==> src/rtl/cphs_pkg.sv <==
package cphs_pkg;

    localparam int HS_W = 2;

    typedef enum logic [HS_W-1:0] {
        HS_WAIT   = 2'b00,
        HS_GO     = 2'b01,
        HS_ABSENT = 2'b10,
        HS_LAST   = 2'b11
    } hs_e;

    typedef enum logic [1:0] {
        ST_IDLE,
        ST_BUSY,
        ST_XFER,
        ST_FINAL
    } seq_st_e;

    typedef enum logic [2:0] {
        EV_NONE,
        EV_TRAP,
        EV_DONE,
        EV_ABANDON,
        EV_CANCEL
    } evt_e;

    // State reached from a handshake reply; ABSENT returns to idle.
    function automatic seq_st_e st_after(hs_e h);
        case (h)
            HS_WAIT: return ST_BUSY;
            HS_GO:   return ST_XFER;
            HS_LAST: return ST_FINAL;
            default: return ST_IDLE;
        endcase
    endfunction

endpackage

==> src/rtl/cphs_ctrl.sv <==
module cphs_ctrl
    import cphs_pkg::*;
(
    input  logic            clk,
    input  logic            rst,
    input  logic            issue_i,
    input  logic [HS_W-1:0] dec_hs_i,
    input  logic [HS_W-1:0] exe_hs_i,
    input  logic            irq_i,
    input  logic            prior_abort_i,
    output seq_st_e         st_o,
    output evt_e            ev_o
);

    seq_st_e st_q, st_nx;
    logic    first_q, first_nx;
    evt_e    ev;
    hs_e     dec_hs, exe_hs;

    assign dec_hs = hs_e'(dec_hs_i);
    assign exe_hs = hs_e'(exe_hs_i);

    always_comb begin
        st_nx    = st_q;
        first_nx = 1'b0;
        ev       = EV_NONE;
        if (st_q == ST_IDLE) begin
            if (issue_i) begin
                if (dec_hs == HS_ABSENT) begin
                    ev = EV_TRAP;
                end else begin
                    st_nx    = st_after(dec_hs);
                    first_nx = 1'b1;
                end
            end
        end else if (first_q && prior_abort_i) begin
            st_nx = ST_IDLE;
            ev    = EV_CANCEL;
        end else if (st_q == ST_BUSY && irq_i) begin
            st_nx = ST_IDLE;
            ev    = EV_ABANDON;
        end else if (st_q == ST_FINAL) begin
            st_nx = ST_IDLE;
            ev    = EV_DONE;
        end else begin
            st_nx = st_after(exe_hs);
            if (exe_hs == HS_ABSENT) ev = EV_TRAP;
        end
    end

    always_ff @(posedge clk) begin
        if (rst) begin
            st_q    <= ST_IDLE;
            first_q <= 1'b0;
        end else begin
            st_q    <= st_nx;
            first_q <= first_nx;
        end
    end

    assign st_o = st_q;
    assign ev_o = ev;

endmodule

==> src/rtl/cphs_evt.sv <==
module cphs_evt
    import cphs_pkg::*;
(
    input  logic clk,
    input  logic rst,
    input  evt_e ev_i,
    output logic trap_o,
    output logic done_o,
    output logic abandon_o,
    output logic cancel_o
);

    always_ff @(posedge clk) begin
        if (rst) begin
            trap_o    <= 1'b0;
            done_o    <= 1'b0;
            abandon_o <= 1'b0;
            cancel_o  <= 1'b0;
        end else begin
            trap_o    <= (ev_i == EV_TRAP);
            done_o    <= (ev_i == EV_DONE);
            abandon_o <= (ev_i == EV_ABANDON);
            cancel_o  <= (ev_i == EV_CANCEL);
        end
    end

    assert_events_exclusive_R9: assert property (@(posedge clk) disable iff (rst)
        $onehot0({trap_o, done_o, abandon_o, cancel_o}));

endmodule

==> src/rtl/cphs_seq.sv <==
module cphs_seq
    import cphs_pkg::*;
(
    input  logic            clk,
    input  logic            rst,
    input  logic            issue_i,
    input  logic [HS_W-1:0] dec_hs_i,
    input  logic [HS_W-1:0] exe_hs_i,
    input  logic            irq_i,
    input  logic            prior_abort_i,
    output logic            pass_o,
    output logic            stall_o,
    output logic            late_cancel_o,
    output logic            undef_trap_o,
    output logic            done_o,
    output logic            abandon_o
);

    seq_st_e st;
    evt_e    ev;

    cphs_ctrl u_ctrl (
        .clk           (clk),
        .rst           (rst),
        .issue_i       (issue_i),
        .dec_hs_i      (dec_hs_i),
        .exe_hs_i      (exe_hs_i),
        .irq_i         (irq_i),
        .prior_abort_i (prior_abort_i),
        .st_o          (st),
        .ev_o          (ev)
    );

    cphs_evt u_evt (
        .clk       (clk),
        .rst       (rst),
        .ev_i      (ev),
        .trap_o    (undef_trap_o),
        .done_o    (done_o),
        .abandon_o (abandon_o),
        .cancel_o  (late_cancel_o)
    );

    assign pass_o  = (st != ST_IDLE);
    assign stall_o = (st == ST_BUSY);

    assert_stall_holds_pass_R2: assert property (@(posedge clk) disable iff (rst)
        stall_o |-> pass_o);

    assert_done_after_final_R3: assert property (@(posedge clk) disable iff (rst)
        done_o |-> ($past(pass_o) && !$past(stall_o) && !pass_o));

    assert_trap_drops_pass_R4: assert property (@(posedge clk) disable iff (rst)
        undef_trap_o |-> !pass_o);

    assert_abandon_from_wait_R5: assert property (@(posedge clk) disable iff (rst)
        abandon_o |-> ($past(stall_o) && !pass_o && !stall_o));

    assert_done_single_R7: assert property (@(posedge clk) disable iff (rst)
        done_o |=> !done_o);

    assert_cancel_ends_instr_R8: assert property (@(posedge clk) disable iff (rst)
        late_cancel_o |-> ($past(pass_o) && !pass_o));

    assert_cancel_no_done_R8: assert property (@(posedge clk) disable iff (rst)
        late_cancel_o |=> !done_o);

endmodule

==> config.mk <==
export PLATFORM = sky130hd
export DESIGN_NAME = cphs_seq
export DESIGN_NICKNAME = d
export VERILOG_FILES = /design/src/rtl/cphs_pkg.sv /design/src/rtl/cphs_ctrl.sv /design/src/rtl/cphs_evt.sv /design/src/rtl/cphs_seq.sv
export SDC_FILE = /design/constraint.sdc
export NUM_CORES = 1
export LEC_CHECK = 0
export CORE_AREA = 2 2 39 41
export CTS_BUF_LIST = sky130_fd_sc_hd__clkbuf_8 sky130_fd_sc_hd__clkbuf_16
export CTS_CLUSTER_DIAMETER = 50
export CTS_CLUSTER_SIZE = 12
export DETAILED_ROUTE_END_ITERATION = 10
export DIE_AREA = 0 0 41 43
export PLACE_DENSITY = 0.61
export RECOVER_POWER = 25
export SETUP_SLACK_MARGIN = 0.4
export SYNTH_ARGS = -nofsm -noshare
export SYNTH_HDL_FRONTEND = slang
export SYNTH_SLANG_ARGS = --single-unit
==> constraint.sdc <==
create_clock -name clk -period 1.8 [get_ports clk]
set_clock_uncertainty 0.05 [all_clocks]
set_input_delay 0.27 -clock clk [delete_from_list [all_inputs] [get_ports clk]]
set_output_delay 0.27 -clock clk [all_outputs]
set_load 0.01 [all_outputs]
# Yosys cells after proc, flatten, opt, wreduce, memory -nomap -nowiden
# Index checks and enable logic that the tools add are counted.
word_totals:
  register_bits: 7
  input_bits: 9
  output_inout_bits: 6
  elab_cells: 46
op_classes:
  n_eq_ne: 14
  mux: 16
  bitwise: 2
  reduce_logical: 8
op_table:
  columns: ["op", "n"]
  rows:
  - ["3-bit two-way mux", 5]
  - ["2-bit two-way mux", 6]
  - ["2-bit one-hot mux with 3 select lines", 2]
  - ["2-bit == test, second input constant", 5]
  - ["2-bit by 1-bit == test with 1-bit output, second input constant", 3]
  - ["3-bit by 2-bit == test with 1-bit output, second input constant", 2]
  - ["2-bit logical NOT", 3]
  - ["2-bit != test, second input constant", 2]
  - ["3-bit by 1-bit == test with 1-bit output, second input constant", 1]
  - ["3-bit == test, second input constant", 1]
  - ["1-bit two-way mux", 3]
  - ["3-bit OR reduction", 1]
  - ["1-bit logical AND", 2]
  - ["1-bit NOT", 2]
  - ["2-bit AND reduction", 1]
  - ["2-bit nonzero test", 1]

# Depth between registers and ports, before layout
logic_depth:
  ltp_word: 7
  mapped_depth: 6
  ltp_nobuf: 6

# By module
# Synthesis repeated with hierarchy kept, for this count alone.
hier_totals:
  hier_cells: 48
  hier_area_um2: 442.9
modules_own_cells:
  columns: ["mod", "n_inst", "cells_each", "area_per_inst_um2", "seq_area_each_um2"]
  rows:
  - ["cphs_ctrl", 1, 38, 309.0, 60.1]
  - ["cphs_evt", 1, 8, 118.9, 80.1]
  - ["cphs_seq", 1, 2, 15.0, 0.0]

# Least setup slack after synthesis
# Ideal clock, no wire load.
synth_timing:
  kind: "input -> register"
  from: "in exe_hs_i[0]"
  to: "reg u_evt.done_o"
  setup_time_ns: 0.065
  t_arrival_ns: 1.057
  required_ns: 1.685
  path_slack_ns: 0.627
  path_stages: 6
  path_buffers: 0
  cell_sequence: "inv_1 ha_1 o21ai_0 o21ai_0 a32oi_1 nor2b_1"
synth_between:
  elab_chain_cells: 7
synth_rtl:
  columns: ["item", "line_no", "text"]
  rows:
  - ["start, declared", "cphs_seq.sv:8", "input logic [HS_W-1:0] exe_hs_i,"]
  - ["2-bit == test", "cphs_ctrl.sv:47", "if (exe_hs == HS_ABSENT) ev = EV_TRAP;"]
  - ["1-bit two-way mux", "cphs_ctrl.sv:47", null]
  - ["3-bit two-way mux", "cphs_ctrl.sv:42", "end else if (st_q == ST_FINAL) begin"]
  - ["3-bit two-way mux", "cphs_ctrl.sv:39", "end else if (st_q == ST_BUSY && irq_i) begin"]
  - ["3-bit two-way mux", "cphs_ctrl.sv:36", "end else if (first_q && prior_abort_i) begin"]
  - ["3-bit two-way mux", "cphs_ctrl.sv:27", "if (st_q == ST_IDLE) begin"]
  - ["3-bit by 2-bit == test with 1-bit output", "cphs_evt.sv:21", "done_o <= (ev_i == EV_DONE);"]
  - ["end signal, assigned", "cphs_evt.sv:21", null]
  - ["end, declared", "cphs_evt.sv:8", "output logic done_o,"]
# No other way between the ends.
# A chain may end at the register's enable or synchronous reset.

# Worst setup path after layout
layout_timing:
  from: "reg u_ctrl.st_q[0] (netlist: u_ctrl.st_o[0])"
  to: "out stall_o"
layout_between:
  elab_chain_cells: 1
layout_rtl:
  columns: ["item", "line_no", "text"]
  rows:
  - ["start, declared", "cphs_ctrl.sv:15", "seq_st_e st_q, st_nx;"]
  - ["start signal, assigned", "cphs_ctrl.sv:56", "st_q <= st_nx;"]
  - ["2-bit by 1-bit == test with 1-bit output", "cphs_seq.sv:45", "assign stall_o = (st == ST_BUSY);"]
  - ["end, declared", "cphs_seq.sv:12", "output logic stall_o,"]
# No other way between the ends.

==> results.md <==
* Status: completed
* Die W at 41 um
* Final period util at 73.4%
* TritonCTS clock tree: yes
* Most Crowded Layer GR: met2
* Final hold violation count at 0
* Syn avg cell area at 8.89 um^2
* Max-slew violations at 0
* GRT met2 Usage at 18.1%
* First-pass GRT wire length at 1.39 mm
* Startpoint types: flop
* Slowest cell on crit path: dfxtp_2
* Wirelength per Cell at 10.8 um
* DRC at 0
* Via density at 4.75
* Worst-path maximum fanout at 5
* Sequential fraction of the synthesis area at 32.8%
* Clock Path Buffers at 2
* Setup TNS at 0 ps
* Normalized max-slew margin at 82.1%
* Post-DP HPWL at 687 um
* Fillers at 151
* Clock sink count at 7
* Worst EP required at 1480 ps
* Core ar. at 1380 um^2
* Min Clock Period, post-route at 1320 ps
* Drt first pass iters at 4
* Power Density at 732 nW/um^2
* Met1 Use GR at 13.5%
* Row count at 14
* Remaining global-route overflow at 0
* CTS root buffer: clkbuf_8
* Leak Pwr at 0.360 nW
* # setup viols final at 0
* Post-route ant nets at 0
* Min-Delay Path Class: in -> reg
* Initial antenna violation count at 0
* CP arrival at 1000 ps
* Final net count at 85
* Ys Warns at 0
* Worst Setup End Kind: output pin
* Detailed-route via count at 394
* Cell area after synthesis at 427 um^2
* IO buf count at 14
* Finished Layout Cells at 83
* Routability cong. at 0.771
* DIE AREA at 1760 um^2
* Worst path cell trace: inv_1 > nor2_1 > clkdlybuf4s15_1
* N_diodes at 0
* Peak VDD IR at 0.240 mV
* GRT Util Overall at 12.1%
* Yosys reg bits at 7
* Vias in the first global route at 373
* Crit Path Category: reg -> out
* Worst-Skew Late Latency at 230 ps
* H-tree depth at 1
* Met3 usage at 3.14%
* RSZ-0062 raised after global routing: no
* Largest net degree at the start of global routing at 8
* Worst-path clk slew at 40 ps
* Initial core utilization at 30.8%
* CP max stage delay at 360 ps
* Die Ht at 43 um
* Tightest Pin Transition at 269 ps
* Total Routed Length at 894 um
* Max cap viols at 0
* Ports at 15
* Synth Instances at 48
* Share of cells above drive strength 1 at 14.9%
* Syn_nets at 65
* Netlist cell types at 20
* Iter 0 DRT Violations at 2
* Setup bufs post-CTS at 0
* Cells after DPL at 79
* Fmax at 0.757 GHz
* CTS buffer count at 3
* Synth-to-layout area growth at 53.7%
where the power goes:
group | leakage, nW | internal [mW] | switching (mW)
registers | 0.0581 | 0.163 | 0.00761
logic | 0.275 | 0.0474 | 0.0437
clock network | 0.0269 | 0.148 | 0.0702
total | 0.360 | 0.358 | 0.122
through the flow:
stage	area, um^2	total power, mW	setup slack, ps	hold WS (ps)	util (%)
after floorplan	427	0.220	627	293	-
after global placement	594	0.268	7.93	512	42.9
after detailed placement	594	0.270	0.344	524	42.9
after CTS	641	0.483	178	529	46.3
after global routing	656	0.507	409	509	47.4
final	656	0.480	479	452	47.4
worst paths after layout:
check | startpoint | end | slack [ps] | cells after the start
setup reg to reg | u_ctrl.st_o[1]$_SDFFE_PP0P_ | u_ctrl.st_o[1]$_SDFFE_PP0P_ | 630 | 4
hold / removal | exe_hs_i[1] | u_ctrl.st_o[0]$_SDFFE_PP0P_ | 450 | 4
setup / recovery | u_ctrl.st_o[0]$_SDFFE_PP0P_ | stall_o | 480 | 3
hold reg to reg | u_ctrl.first_q$_SDFF_PP0_ | u_evt.cancel_o$_SDFF_PP0_ | 530 | 2
critical path, delay by kind of cell, from the launching register on:
family | cells | cell delay, ps
buffers and inverters | 2 | 320
flip-flops | 1 | 360
AND/OR/NAND/NOR | 1 | 90
cells in the mapped netlist:
library cell / count / share of area, %
o21ai_0: 3 / 3.5
nor3b_1: 1 / 1.8
dfxtp_1: 7 / 33
nor2_4: 1 / 2.6
a32oi_1: 2 / 4.1
nand3b_1: 1 / 1.8
nor2_1: 7 / 6.2
a211oi_1: 1 / 1.8
nor2b_1: 1 / 1.5
inv_2: 1 / 0.88
nor3_1: 2 / 2.3
a2111o_1: 1 / 2.6
nand2_1: 1 / 0.88
a21o_2: 2 / 4.1
ha_1: 8 / 23
nand3_1: 1 / 1.2
inv_1: 5 / 4.4
a21oi_1: 1 / 1.2
nand2b_1: 1 / 1.5
or3_1: 1 / 1.5
registers in the layout, indices dropped and copies added (netlist names):
name	count
u_ctrl.first_q	1
u_ctrl.st_o	2
u_evt.abandon_o	1
u_evt.cancel_o	1
u_evt.done_o	1
u_evt.trap_o	1
metal layers:
metal / up-vias / share of wire (%) / wire length [um]
met5: - / 0 / 0
met4: 0 / 1.8 / 16
met3: 2 / 6.8 / 61
met2: 13 / 48 / 433
met1: 177 / 43 / 383
li1: 202 / - / -
repair_timing:
item,4_1_cts,5_1_grt
gates resized for setup,6,9
pin swaps,1,3
hold endpoints to repair,0,0
setup endpoints to repair,7,11
hold buffers,0,0
cells in the final DEF, fill, tap and decap left out:
cell and count:
o21ai_0 3, nor3_1 2, nor3b_1 1, nor2_4 1
a32oi_1 2, a211oi_1 1, dfxtp_4 1, nor2_1 7
nand3_1 1, a21o_2 2, dlymetal6s2s_1 5, ha_1 8
clkdlybuf4s15_1 2, nor2b_1 1, clkbuf_8 3, dfxtp_2 1
nand3b_1 1, or3_1 1, buf_4 1, nand2_1 1
dlygate4sd3_1 1, inv_2 1, inv_1 6, clkdlybuf4s25_1 2
dfxtp_1 5, nand2b_1 1, a2111o_1 1, dlygate4sd2_1 1
a21oi_1 1, clkdlybuf4s50_1 3
area by class of cell:
cell class	count	area [um^2]	share of cell area [%]
inverters	6	22.5	3.44
repair buffers	15	159	24.2
multi-input cells	35	264	40.3
clock buffers	3	41.3	6.30
flip-flops and latches	7	145	22.1
clock inverters	1	3.75	0.573
well taps	16	20.0	3.05
cell families (layout without fill, tap and decap cells):
logic type | count (synthesis) | after routing | synth area share [%]
flops | 7 | 7 | 32.8
buf+inv | 6 | 25 | 5.28
simple gates | 17 | 17 | 21.1
fa+ha+maj | 8 | 8 | 23.5
compound gates | 10 | 10 | 17.3
(Power assumes the default switching activity.)
